`config.mk`:
```
export PLATFORM = sky130hd
export DESIGN_NAME = cidx_gen
export DESIGN_NICKNAME = d
export VERILOG_FILES = /design/src/rtl/cidx_pkg.sv /design/src/rtl/cidx_lead_find.sv /design/src/rtl/cidx_popcnt.sv /design/src/rtl/cidx_scale.sv /design/src/rtl/cidx_gen.sv
export SDC_FILE = /design/constraint.sdc
export NUM_CORES = 1
export LEC_CHECK = 0
export BUFFER_PORTS_ARGS = -buffer_cell sky130_fd_sc_hd__clkbuf_2
export CAP_MARGIN = 15
export CORE_MARGIN = 1.5
export CORE_UTILIZATION = 55
export CTS_CLUSTER_DIAMETER = 200
export DETAILED_ROUTE_END_ITERATION = 12
export GPL_ROUTABILITY_DRIVEN = 0
export PLACE_DENSITY = 0.78
export SLEW_MARGIN = 0
export SYNTH_ARGS = -nofsm -noshare
export SYNTH_HDL_FRONTEND = slang
export SYNTH_SLANG_ARGS = --single-unit
export TNS_END_PERCENT = 5
```
`constraint.sdc`:
```
create_clock -name clk -period 6.2 [get_ports clk]
set_input_delay 0 -clock clk [delete_from_list [all_inputs] [get_ports clk]]
set_output_delay 0 -clock clk [all_outputs]
set_load 0.05 [all_outputs]
```
`src/rtl/cidx_pkg.sv`:
```
// Package: shared widths for the compressed index generator.
// Assumes the mask width is a power of two no wider than 2**31.
package cidx_pkg;
    localparam int MASK_W = 64;
    localparam int IDX_W  = 32;
    localparam int POS_W  = $clog2(MASK_W);
    localparam int CNT_W  = $clog2(MASK_W + 1);
endpackage

```
`src/rtl/cidx_lead_find.sv`:
```
// Module: finds the set bit with the smallest position (position 0 = MSB).
// Assumes nothing about the input; found_o is low for an all-zero vector.
module cidx_lead_find #(
    parameter int W     = 64,
    parameter int POS_W = $clog2(W)
) (
    input  logic [W-1:0]     vec_i,
    output logic             found_o,
    output logic [POS_W-1:0] pos_o,
    output logic [W-1:0]     onehot_o
);
    // Scan from LSB upward so the highest set bit wins last.
    always_comb begin
        found_o  = 1'b0;
        pos_o    = '0;
        onehot_o = '0;
        for (int b = 0; b < W; b++) begin
            if (vec_i[b]) begin
                found_o  = 1'b1;
                pos_o    = POS_W'(W - 1 - b);
                onehot_o = '0;
                onehot_o[b] = 1'b1;
            end
        end
    end
endmodule

```
`src/rtl/cidx_popcnt.sv`:
```
// Module: population count of a vector.
// Assumes CNT_W can hold the value W.
module cidx_popcnt #(
    parameter int W     = 64,
    parameter int CNT_W = $clog2(W + 1)
) (
    input  logic [W-1:0]     vec_i,
    output logic [CNT_W-1:0] cnt_o
);
    // Sum every bit of the vector.
    always_comb begin
        cnt_o = '0;
        for (int b = 0; b < W; b++) begin
            cnt_o = cnt_o + CNT_W'(vec_i[b]);
        end
    end
endmodule

```
`src/rtl/cidx_scale.sv`:
```
// Module: multiplies an unsigned position by a signed stride.
// Assumes IDX_W > POS_W; the result is truncated to IDX_W bits.
module cidx_scale #(
    parameter int POS_W = 6,
    parameter int IDX_W = 32
) (
    input  logic [POS_W-1:0]        pos_i,
    input  logic signed [IDX_W-1:0] stride_i,
    output logic [IDX_W-1:0]        prod_o
);
    logic signed [IDX_W-1:0] pos_ext;

    // Zero-extend the position and form the wrapped product.
    always_comb begin
        pos_ext = IDX_W'(pos_i);
        prod_o  = pos_ext * stride_i;
    end
endmodule

```
`src/rtl/cidx_gen.sv`:
```
// Module: compressed index generator top. It loads a mask and a stride on
// start, then emits position*stride for each set bit, one per cycle, MSB
// first, followed by a done pulse. Assumes start is sampled synchronously;
// starts while busy are dropped.
module cidx_gen
    import cidx_pkg::*;
(
    input  logic                    clk,
    input  logic                    rst_n,
    input  logic                    start_i,
    input  logic [MASK_W-1:0]       mask_i,
    input  logic signed [IDX_W-1:0] stride_i,
    output logic                    busy_o,
    output logic                    elem_valid_o,
    output logic [IDX_W-1:0]        elem_data_o,
    output logic                    elem_last_o,
    output logic                    done_o,
    output logic [CNT_W-1:0]        count_o
);
    localparam logic [MASK_W-1:0] ONE = MASK_W'(1);

    logic                    busy_q;
    logic [MASK_W-1:0]       rem_q;
    logic signed [IDX_W-1:0] stride_q;
    logic [CNT_W-1:0]        count_q;
    logic [CNT_W-1:0]        emitted_q;
    logic [CNT_W-1:0]        pop_w;
    logic                    found_w;
    logic [POS_W-1:0]        pos_w;
    logic [MASK_W-1:0]       onehot_w;
    logic                    accept_w;

    cidx_popcnt #(.W(MASK_W), .CNT_W(CNT_W)) u_pop (
        .vec_i (mask_i),
        .cnt_o (pop_w)
    );

    cidx_lead_find #(.W(MASK_W), .POS_W(POS_W)) u_find (
        .vec_i    (rem_q),
        .found_o  (found_w),
        .pos_o    (pos_w),
        .onehot_o (onehot_w)
    );

    cidx_scale #(.POS_W(POS_W), .IDX_W(IDX_W)) u_scale (
        .pos_i    (pos_w),
        .stride_i (stride_q),
        .prod_o   (elem_data_o)
    );

    // Start is only taken when idle.
    assign accept_w = start_i && !busy_q;

    // Run control: load on accept, retire one set bit per busy cycle.
    always_ff @(posedge clk) begin
        if (!rst_n) begin
            busy_q   <= 1'b0;
            rem_q    <= '0;
            stride_q <= '0;
            count_q  <= '0;
        end else if (accept_w) begin
            busy_q   <= 1'b1;
            rem_q    <= mask_i;
            stride_q <= stride_i;
            count_q  <= pop_w;
        end else if (busy_q) begin
            if (!found_w) begin
                busy_q <= 1'b0;
            end else begin
                rem_q <= rem_q & ~onehot_w;
            end
        end
    end

    // Tally of elements emitted in the current run, for the count check.
    always_ff @(posedge clk) begin
        if (!rst_n) begin
            emitted_q <= '0;
        end else if (accept_w) begin
            emitted_q <= '0;
        end else if (elem_valid_o) begin
            emitted_q <= emitted_q + CNT_W'(1);
        end
    end

    // Output decode from the run state.
    always_comb begin
        busy_o       = busy_q;
        elem_valid_o = busy_q && found_w;
        elem_last_o  = elem_valid_o && ((rem_q & (rem_q - ONE)) == '0);
        done_o       = busy_q && !found_w;
        count_o      = count_q;
    end

    AST_LAST_WITH_VALID: assert property (@(posedge clk) disable iff (!rst_n)
        elem_last_o |-> elem_valid_o);
    AST_NO_GAP: assert property (@(posedge clk) disable iff (!rst_n)
        (elem_valid_o && !elem_last_o) |=> elem_valid_o);
    AST_LAST_THEN_DONE: assert property (@(posedge clk) disable iff (!rst_n)
        elem_last_o |=> (done_o && !elem_valid_o));
    AST_DONE_ENDS_BUSY: assert property (@(posedge clk) disable iff (!rst_n)
        done_o |=> !busy_o);
    AST_COUNT_MATCH: assert property (@(posedge clk) disable iff (!rst_n)
        done_o |-> (emitted_q == count_o));
    AST_BUSY_START_IGNORED: assert property (@(posedge clk) disable iff (!rst_n)
        (busy_o && start_i) |=> ($stable(count_o) && $stable(stride_q)));
    AST_BIT_RETIRED: assert property (@(posedge clk) disable iff (!rst_n)
        (elem_valid_o && !start_i) |=> ($countones(rem_q) == $countones($past(rem_q)) - 1));
endmodule

```
; ---- Word level (Yosys, flattened, before mapping)
; Cells that the tools add are included.
[word_totals]
elab_cells = 280
ff_bits = 104
output_inout_bits = 43
[op_classes]
n_addsub = 64
n_reduce_logical = 10
bitwise = 3
mul = 1
mux = 198
[ops]
columns = cell, n
row1 = 7-bit by 1-bit adder with 7-bit output, 62
row2 = 6-bit two-way mux, 65
row3 = 64-bit two-way mux, 4
row4 = 64-bit AND, 2
row5 = 1-bit two-way mux, 68
row6 = 64-bit logical NOT, 1
row7 = 64-bit NOT, 1
row8 = 64-bit by 1-bit subtractor with 64-bit output (second input constant), 1
row9 = 63-bit two-way mux, 1
row10 = 62-bit two-way mux, 1
row11 = 61-bit two-way mux, 1
row12 = 60-bit two-way mux, 1
row13 = 59-bit two-way mux, 1
row14 = 58-bit two-way mux, 1
row15 = 57-bit two-way mux, 1
row16 = 56-bit two-way mux, 1
row17 = 55-bit two-way mux, 1
row18 = 54-bit two-way mux, 1
row19 = 53-bit two-way mux, 1
row20 = 52-bit two-way mux, 1
row21 = 51-bit two-way mux, 1
row22 = 50-bit two-way mux, 1
row23 = 49-bit two-way mux, 1
row24 = 48-bit two-way mux, 1
row25 = other kinds (51), 56

; ---- Logic depth before layout (Yosys ltp)
; Gate-level depths: netlist of the first run.
[logic_depth]
ltp_word = 69
ltp_mapped = 27
depth_no_buf = 24

; ---- By module
; A second synthesis of the first run with hierarchy kept.
[hier_totals]
cells_unflattened = 1757
area_unflattened_um2 = 13969.6
[by_module_without_submodules]
columns = mod, area_per_inst_um2, cells_per_inst, instances, seq_area_each_um2
row1 = cidx_scale, 5581.6, 658, 1, 0.0
row2 = cidx_gen, 5151.2, 663, 1, 2082.0
row3 = cidx_popcnt, 1818.0, 191, 1, 0.0
row4 = cidx_lead_find, 1418.9, 245, 1, 0.0

; ---- Least setup slack after synthesis of the first run
; OpenSTA, ideal clock, no wires.
[synth_timing]
kind = register -> output
from = register rem_q[10]
to = output elem_data_o[30]
required_time_ps = 6200
path_stages_with_launch = 25
slack_ps = -1590
n_path_buf = 3
t_arrival_ps = 7790
cell_sequence = dfxtp_1 -> clkbuf_1 -> or4_1 -> a211oi_1 -> o21ai_0 -> a211o_1 -> a21oi_1 -> clkbuf_1 -> clkbuf_1 -> nor2b_1 -> fa_1 -> fa_1 -> fa_1 -> inv_1 -> fa_1 -> inv_1 -> ha_1 -> a21o_1 -> a21oi_1 -> nor3b_1 -> a211o_1 -> nand4_1 -> nand3_1 -> nand2_1 -> o311ai_0
[synth_between]
elab_chain_cells = 55
[synth_lines]
columns = element, line
row1 = start: declaration, cidx_gen.sv:23  ; logic [MASK_W-1:0] rem_q;
row2 = start signal: assignment, cidx_gen.sv:63  ; rem_q <= mask_i;
row3 = start signal: assignment, cidx_gen.sv:70  ; rem_q <= rem_q & ~onehot_w;
row4 = 6-bit two-way mux (54 in series), cidx_lead_find.sv:18  ; if (vec_i[b]) begin
row5 = 7-bit by 32-bit multiplier with 32-bit output, cidx_scale.sv:16  ; prod_o = pos_ext * stride_i;
row6 = end: declaration, cidx_gen.sv:15  ; output logic [IDX_W-1:0] elem_data_o,
; No other way between the ends.

; ---- Final worst setup path of the first run
[layout_timing]
from = register rem_q[11]
to = output elem_data_o[31]
[layout_between]
elab_chain_cells = 54
[layout_lines]
columns = element, line
row1 = 6-bit two-way mux (53 in series), cidx_lead_find.sv:18
row2 = 7-bit by 32-bit multiplier with 32-bit output, cidx_scale.sv:16
; No other way between the ends.

==> flow_summary.toml, run 1 <==
[run_status]
status = "complete, but fails checks"
violations = "negative setup slack"

[die]
die_area_um2 = 25100
dieWidth_um = 158
start_util_pct = 56.3
core_area_um2 = 23500
die_y_um = 158
rows = 56
ios = 142

[route]
route.detailed.drc = 0
wl_um = 42000
viasPerCell = 5.86
firstDrtPassIters = 8
vias = 13400
first_iter_violations = 1466
routedWlPerCell_um = 18.4
postRouteAntennaNets = 0

[worst_setup_path]
critPathArrivalTime_ns = 6.73
start_kind = "flip-flop"
path_common_cell = "fa_1"
crit_fanout = 10
cp_slowest_cell = "or4_4"
cp.required_ns = 6.20
critical-path-max-stage-delay_ns = 0.55
path_class = "reg -> out"
end_kind = "output port"

[cts]
clock_sinks = 104
cts_tree = "done"
htreeDepth = 3
insertion_delay_ns = 0.38
cts_root_buffer = "clkbuf_16"
cts_buffers = 9
clockBufferDepth = 2
path_clk_slew_ns = 0.09

[placement]
dp_hpwl_um = 29900
io_buffers = 141
place_ws_ns = -0.368

[power]
pwr-share-comb_pct = 78.2
pwr-share-clk_pct = 9.8
powerDensity_nw_per_um2 = 376
p_leak_nw = 8.48
peakVddDrop_v = 0.00183
seq_power_share_pct = 12.0
internal_power_mw = 3.39
power_switching_mw = 3.20
p_sw_share_pct = 48.5

[timing]
slew_headroom_pct = 26.0
finalSetupViolCount = 15
fmax_mhz = 149
period_share_pct = 108
tightest_slew_ns = 1.11
post-route-min-period_ns = 6.73
hold-worst-slack_ns = 0.0504
clock_skew_ns = 0.0146
fin_ws_ns = -0.526
finalHoldViolCount = 0
slew_viol_final = 0
rsz0062_at_grt = "yes"

[synthesis]
syn-cell-area_um2 = 13300
synth-seq-cells = 104
synth_top_family_by_area = "adder cells"
avgSynthCellArea_um2 = 8.16
synth_xor_area_share_pct = 2.51
synth_edf_count = 0
synth.largest_area_cell = "fa_1"
synthFlopType = "dfxtp_1"
synthAdderAreaFrac_pct = 32.1
postSynthCellCount = 1626
synth.distinct_cells = 75
synth.mux.area_fraction_pct = 0
synth_top_area_share_pct = 24.3
yosysWarningCount = 0
syn-num-nets = 1965
async_flop_share_pct = 0
synth_compound_area_share_pct = 16.4
yosysSeqAreaShare_pct = 15.7
yosys.area_share.simple_pct = 24.1
synth_area_leaders = "fa_1 24%, dfxtp_1 16%, ha_1 7.5%"

[grt]
grt_pass1_vias = 13500
grt_util_met3_pct = 5.50
use_met2_pct = 58.2
grtUsageTotal_pct = 33.8
grt_pass1_wl_um = 66400
grt_busiest_layer = "met2"
grtUsageMet1_pct = 42.0
grt_max_degree = 106
grt.overflow.total = 0
grt_antenna_before_repair = 0

[layout]
area_growth_pct = 32.0
nets = 2303
diodes = 0
drive_gt1_share_pct = 23.3

[hold_path]
hold_class = "in -> reg"

[run]
cap_violations = 0
==> power by group through the flow <==
stage,combinational [mW],sequential [mW],clock [mW]
after floorplan,3.20,0.818,0
after global placement,4.41,0.794,0
after detailed placement,4.52,0.797,0
after CTS,4.67,0.782,0.645
after global routing,5.60,0.793,0.676
final,5.15,0.787,0.647
==> routing by layer <==
| metal | wire length (um) | part of all wire, % |
|---|---|---|
| met1 | 16300 | 39 |
| met2 | 20500 | 49 |
| met3 | 3260 | 7.7 |
| met4 | 2010 | 4.8 |
| met5 | 0 | 0 |
==> layout by cell type (no fill, tap or decap), drive strengths merged, types with 10 or more instances in the layout <==
cell type | Yosys | final
or4 | 16 | 16
and3 | 32 | 32
nor3 | 22 | 22
o21ai | 44 | 44
nand3 | 49 | 49
nor2b | 62 | 62
buf | 13 | 205
dfxtp | 104 | 104
ha | 79 | 79
or3 | 12 | 12
o211ai | 15 | 15
a21boi | 90 | 90
nor4 | 28 | 28
a31oi | 10 | 10
nand4 | 12 | 12
nor2 | 67 | 67
a21o | 14 | 14
inv | 223 | 227
and2 | 66 | 66
nand2b | 13 | 13
xnor2 | 21 | 21
clkbuf | 81 | 132
a21oi | 51 | 51
xor2 | 11 | 11
fa | 161 | 161
nand2 | 218 | 218
o311ai | 19 | 19
dlygate4sd3 | 0 | 92
==> cell type report <==
type | count | area (um2)
fill | 1578 | 6030
clock buffer | 9 | 225
clock inverter | 7 | 95.1
inverter | 223 | 837
timing repair buffer | 421 | 3360
tap | 319 | 399
sequential | 104 | 2090
multi-input combinational | 1205 | 10500
==> cells in the mapped netlist (6+ instances only) <==
cell,n
dfxtp_1,104
nand2b_1,13
and2_1,66
or3_1,12
ha_1,79
a21o_1,14
clkbuf_1,81
o311ai_0,17
a21boi_0,88
xnor2_1,20
o21ai_0,43
or2_2,7
o211ai_1,15
fa_1,161
a211oi_1,7
o21a_1,8
or4_1,12
nor4_1,22
a31oi_1,10
o21bai_1,8
nor2_1,65
and3_1,32
o2111ai_1,6
nand2_1,217
nor3_1,22
nand4_1,10
a21oi_1,51
xor2_1,11
inv_1,222
nor2b_1,62
buf_2,9
nand3_1,47
==> path summary, 6_finish.rpt <==
path	to	start	slack, ns	depth (start not counted)
max	elem_data_o[31]	rem_q[11]$_SDFFE_PN0P_	-0.53	26
min	rem_q[4]$_SDFFE_PN0P_	mask_i[4]	0.05	4
max reg2reg	rem_q[11]$_SDFFE_PN0P_	rem_q[45]$_SDFFE_PN0P_	2.52	11
min reg2reg	count_o[3]$_SDFFE_PN0P_	count_o[3]$_SDFFE_PN0P_	0.48	2
==> worst max-delay path, delay by kind of cell, from the launching register on <==
family          cells  cell delay (ns)
flops               1             0.33
buf+inv             6             0.86
xor+xnor            1             0.15
fa+ha+maj           5             2.29
compound gates     10             1.91
simple gates        4             0.82
==> through the flow <==
stage / utilization [%] / TNS, ns / power (mW) / std cells / area (um2)
CTS: 72.7 / -2.46 / 6.10 / 2273 / 17100
floorplan: - / -0.496 / 4.02 / 1626 / 13300
detailed placement: 66.0 / -2.09 / 5.32 / 2154 / 15500
global placement: 66.0 / -0.994 / 5.20 / 2154 / 15500
finish: 74.4 / -4.27 / 6.58 / 2288 / 17500
global route: 74.4 / -7.64 / 7.07 / 2288 / 17500
==> cell families after synthesis <==
family	count (synthesis)
compound gates	312
xor+xnor	34
flops	104
fa+ha+maj	245
buf+inv	317
simple gates	614
==> state kept, by name, summed over array words and instances, names as in the netlist <==
signal,cells
count_o,7
stride_q,32
rem_q,64
busy_o,1
==> what timing repair did <==
action / 4_1_cts / 5_1_grt
hold buffers: 92 / 0
resized for setup: 50 / 73
pin swaps: 35 / 51
setup buffers: 10 / 14
hold endpoints to repair: 92 / 0
cloned: 1 / 0
setup endpoints to repair: 18 / 24
(Power assumes the default switching activity.)
==> run 2, diff against run 1 <==
RECOVER_POWER = 100   (was unset)
==> run 2 against run 1 <==
Net effect: the flow finishes with violations (max-capacitance violations, max-slew violations, negative setup slack); sequential share of layout area about the same; routed wire length hardly changed; final cell count stayed put; via count down 0.53%; cell area is 0.34% lower; clock-buffer cell count unchanged; largest cell class unchanged.
==> flow_summary.toml, run 2 (same netlist as run 1, synthesis figures left out) <==
[layout]
design_area_um2 = 17500
area_growth_pct = 31.6
final_common_cell = "inv_1"
drive_gt1_share_pct = 21.9
largest_reg_flops = 64
diodes = 0
top_register = "rem_q"
final_cell_mix = "218 x inv_1, 214 x nand2_1, 176 x buf_4"
nets = 2303

[die]
core_area_um2 = 23500
dieWidth_um = 158
die_area_um2 = 25100
rows = 56
ios = 142
die_y_um = 158
start_util_pct = 56.3

[cts]
cts_root_buffer = "clkbuf_16"
cts_tree = "done"
clock_sinks = 104
cts_buffers = 9
clockBufferDepth = 2
path_clk_slew_ns = 0.08
insertion_delay_ns = 0.37
htreeDepth = 3

[route]
routedWlPerCell_um = 18.4
vias = 13300
viasPerCell = 5.83
first_iter_violations = 1413
route.detailed.drc = 0
firstDrtPassIters = 6
wl_um = 42000
postRouteAntennaNets = 0

[grt]
grtUsageMet1_pct = 42.0
grt_util_met3_pct = 5.50
grt_busiest_layer = "met2"
grt_pass1_vias = 13500
grtUsageTotal_pct = 33.8
grt_pass1_wl_um = 66400
grt_antenna_before_repair = 0
use_met2_pct = 58.2
grt_max_degree = 106
grt.overflow.total = 0

[timing]
fin_setup_tns_ns = -4.35
slew_viol_final = 103
fin_ws_ns = -0.518
finalHoldViolCount = 0
rsz0062_at_grt = "yes"
fmax_mhz = 149
period_share_pct = 108
post-route-min-period_ns = 6.72
clock_skew_ns = 0.0110
hold-worst-slack_ns = 0.0467
slew_headroom_pct = -131
tightest_slew_ns = 3.46
finalSetupViolCount = 17

[worst_setup_path]
reg2reg_depth = 11
crit_start = "rem_q[11]$_SDFFE_PN0P_"
r2r-start = "rem_q[45]$_SDFFE_PN0P_"
critPathArrivalTime_ns = 6.72
start_kind = "flip-flop"
end_kind = "output port"
path_class = "reg -> out"
rrSetupSlack_ns = 1.22
crit_path_end = "elem_data_o[31]"
r2r-end = "rem_q[11]$_SDFFE_PN0P_"
cp.required_ns = 6.20
crit_fanout = 10

[run_status]
status = "complete, but fails checks"
violations = "max-capacitance violations, max-slew violations, negative setup slack"

[placement]
dp_hpwl_um = 29900
place_ws_ns = -0.368
place_area_um2 = 15500
io_buffers = 141

[hold_path]
hold-path-cell-count = 4
hold_class = "in -> reg"

[power]
p_leak_nw = 8.39
peakVddDrop_v = 0.00183
power_mw = 6.55
powerDensity_nw_per_um2 = 375

[run]
cap_violations = 1
==> run 2: per-stage QoR <==
step | util, % | std cells
2_1_floorplan | - | 1626
3_3_place_gp | 66.0 | 2154
3_5_place_dp | 66.0 | 2154
4_1_cts | 72.7 | 2273
5_1_grt | 74.1 | 2288
6_report | 74.1 | 2288
==> run 2: cell type report <==
class,instances,area [um2]
clock buffer,9,225
clock inverter,7,95.1
fill,1594,6090
inverter,223,837
multi-input combinational,1205,10500
sequential,104,2090
tap,319,399
timing repair buffer,421,3330
==> run 2: repair_timing <==
| action | in CTS | in global routing |
|---|---|---|
| setup endpoints to repair | 18 | 24 |
| pin swaps | 35 | 51 |
| resized for setup | 50 | 73 |
| hold buffers | 92 | 0 |
| cloned | 1 | 0 |
| setup buffers | 10 | 14 |
| hold endpoints to repair | 92 | 0 |
==> run 2: report_power, final <==
part           total [mW]  internal, mW  switching (mW)  leakage [nW]
Clock               0.643         0.327           0.316         0.157
Sequential          0.787         0.728          0.0588         0.855
Combinational        5.12          2.32            2.81          7.38
Total                6.55          3.37            3.18          8.39
==> run 2: how the worst min path moves through the flow <==
stage                 startpoint                         to  slack (ns)
finish                   start_i     rem_q[44]$_SDFFE_PN0P_        0.05
global route             start_i     rem_q[44]$_SDFFE_PN0P_        0.06
global placement    stride_i[21]  stride_q[21]$_SDFFE_PN0P_        0.23
detailed placement  stride_i[23]  stride_q[23]$_SDFFE_PN0P_        0.25
CTS                    mask_i[3]      rem_q[3]$_SDFFE_PN0P_        0.03
floorplan             mask_i[26]     rem_q[26]$_SDFFE_PN0P_        0.13
==> run 2: per-layer routing <==
metal  routed length, um  up-vias
met4                1900        0
met1               16300     6394
met2               20500      725
met3                3360      150
met5                   0        -
li1                    -     6067
==> run 2: critical path: stages, from the launching register on <==
cell and delay [ns]:
dfxtp_2 0.32, or4_4 0.55, a211oi_2 0.21, o21ai_1 0.10, a211o_1 0.33, a21oi_4 0.28, buf_4 0.17, bufbuf_16 0.26
nor2b_1 0.06, fa_1 0.49, fa_1 0.53, fa_1 0.50, inv_1 0.05, fa_1 0.47, inv_1 0.04, ha_1 0.29
o21a_1 0.11, o211ai_1 0.34, nand2_1 0.10, nand2_1 0.12, a31oi_4 0.05, o21ai_1 0.19, buf_4 0.18, a21oi_4 0.07
a31oi_4 0.22, xnor2_2 0.15, buf_12 0.16
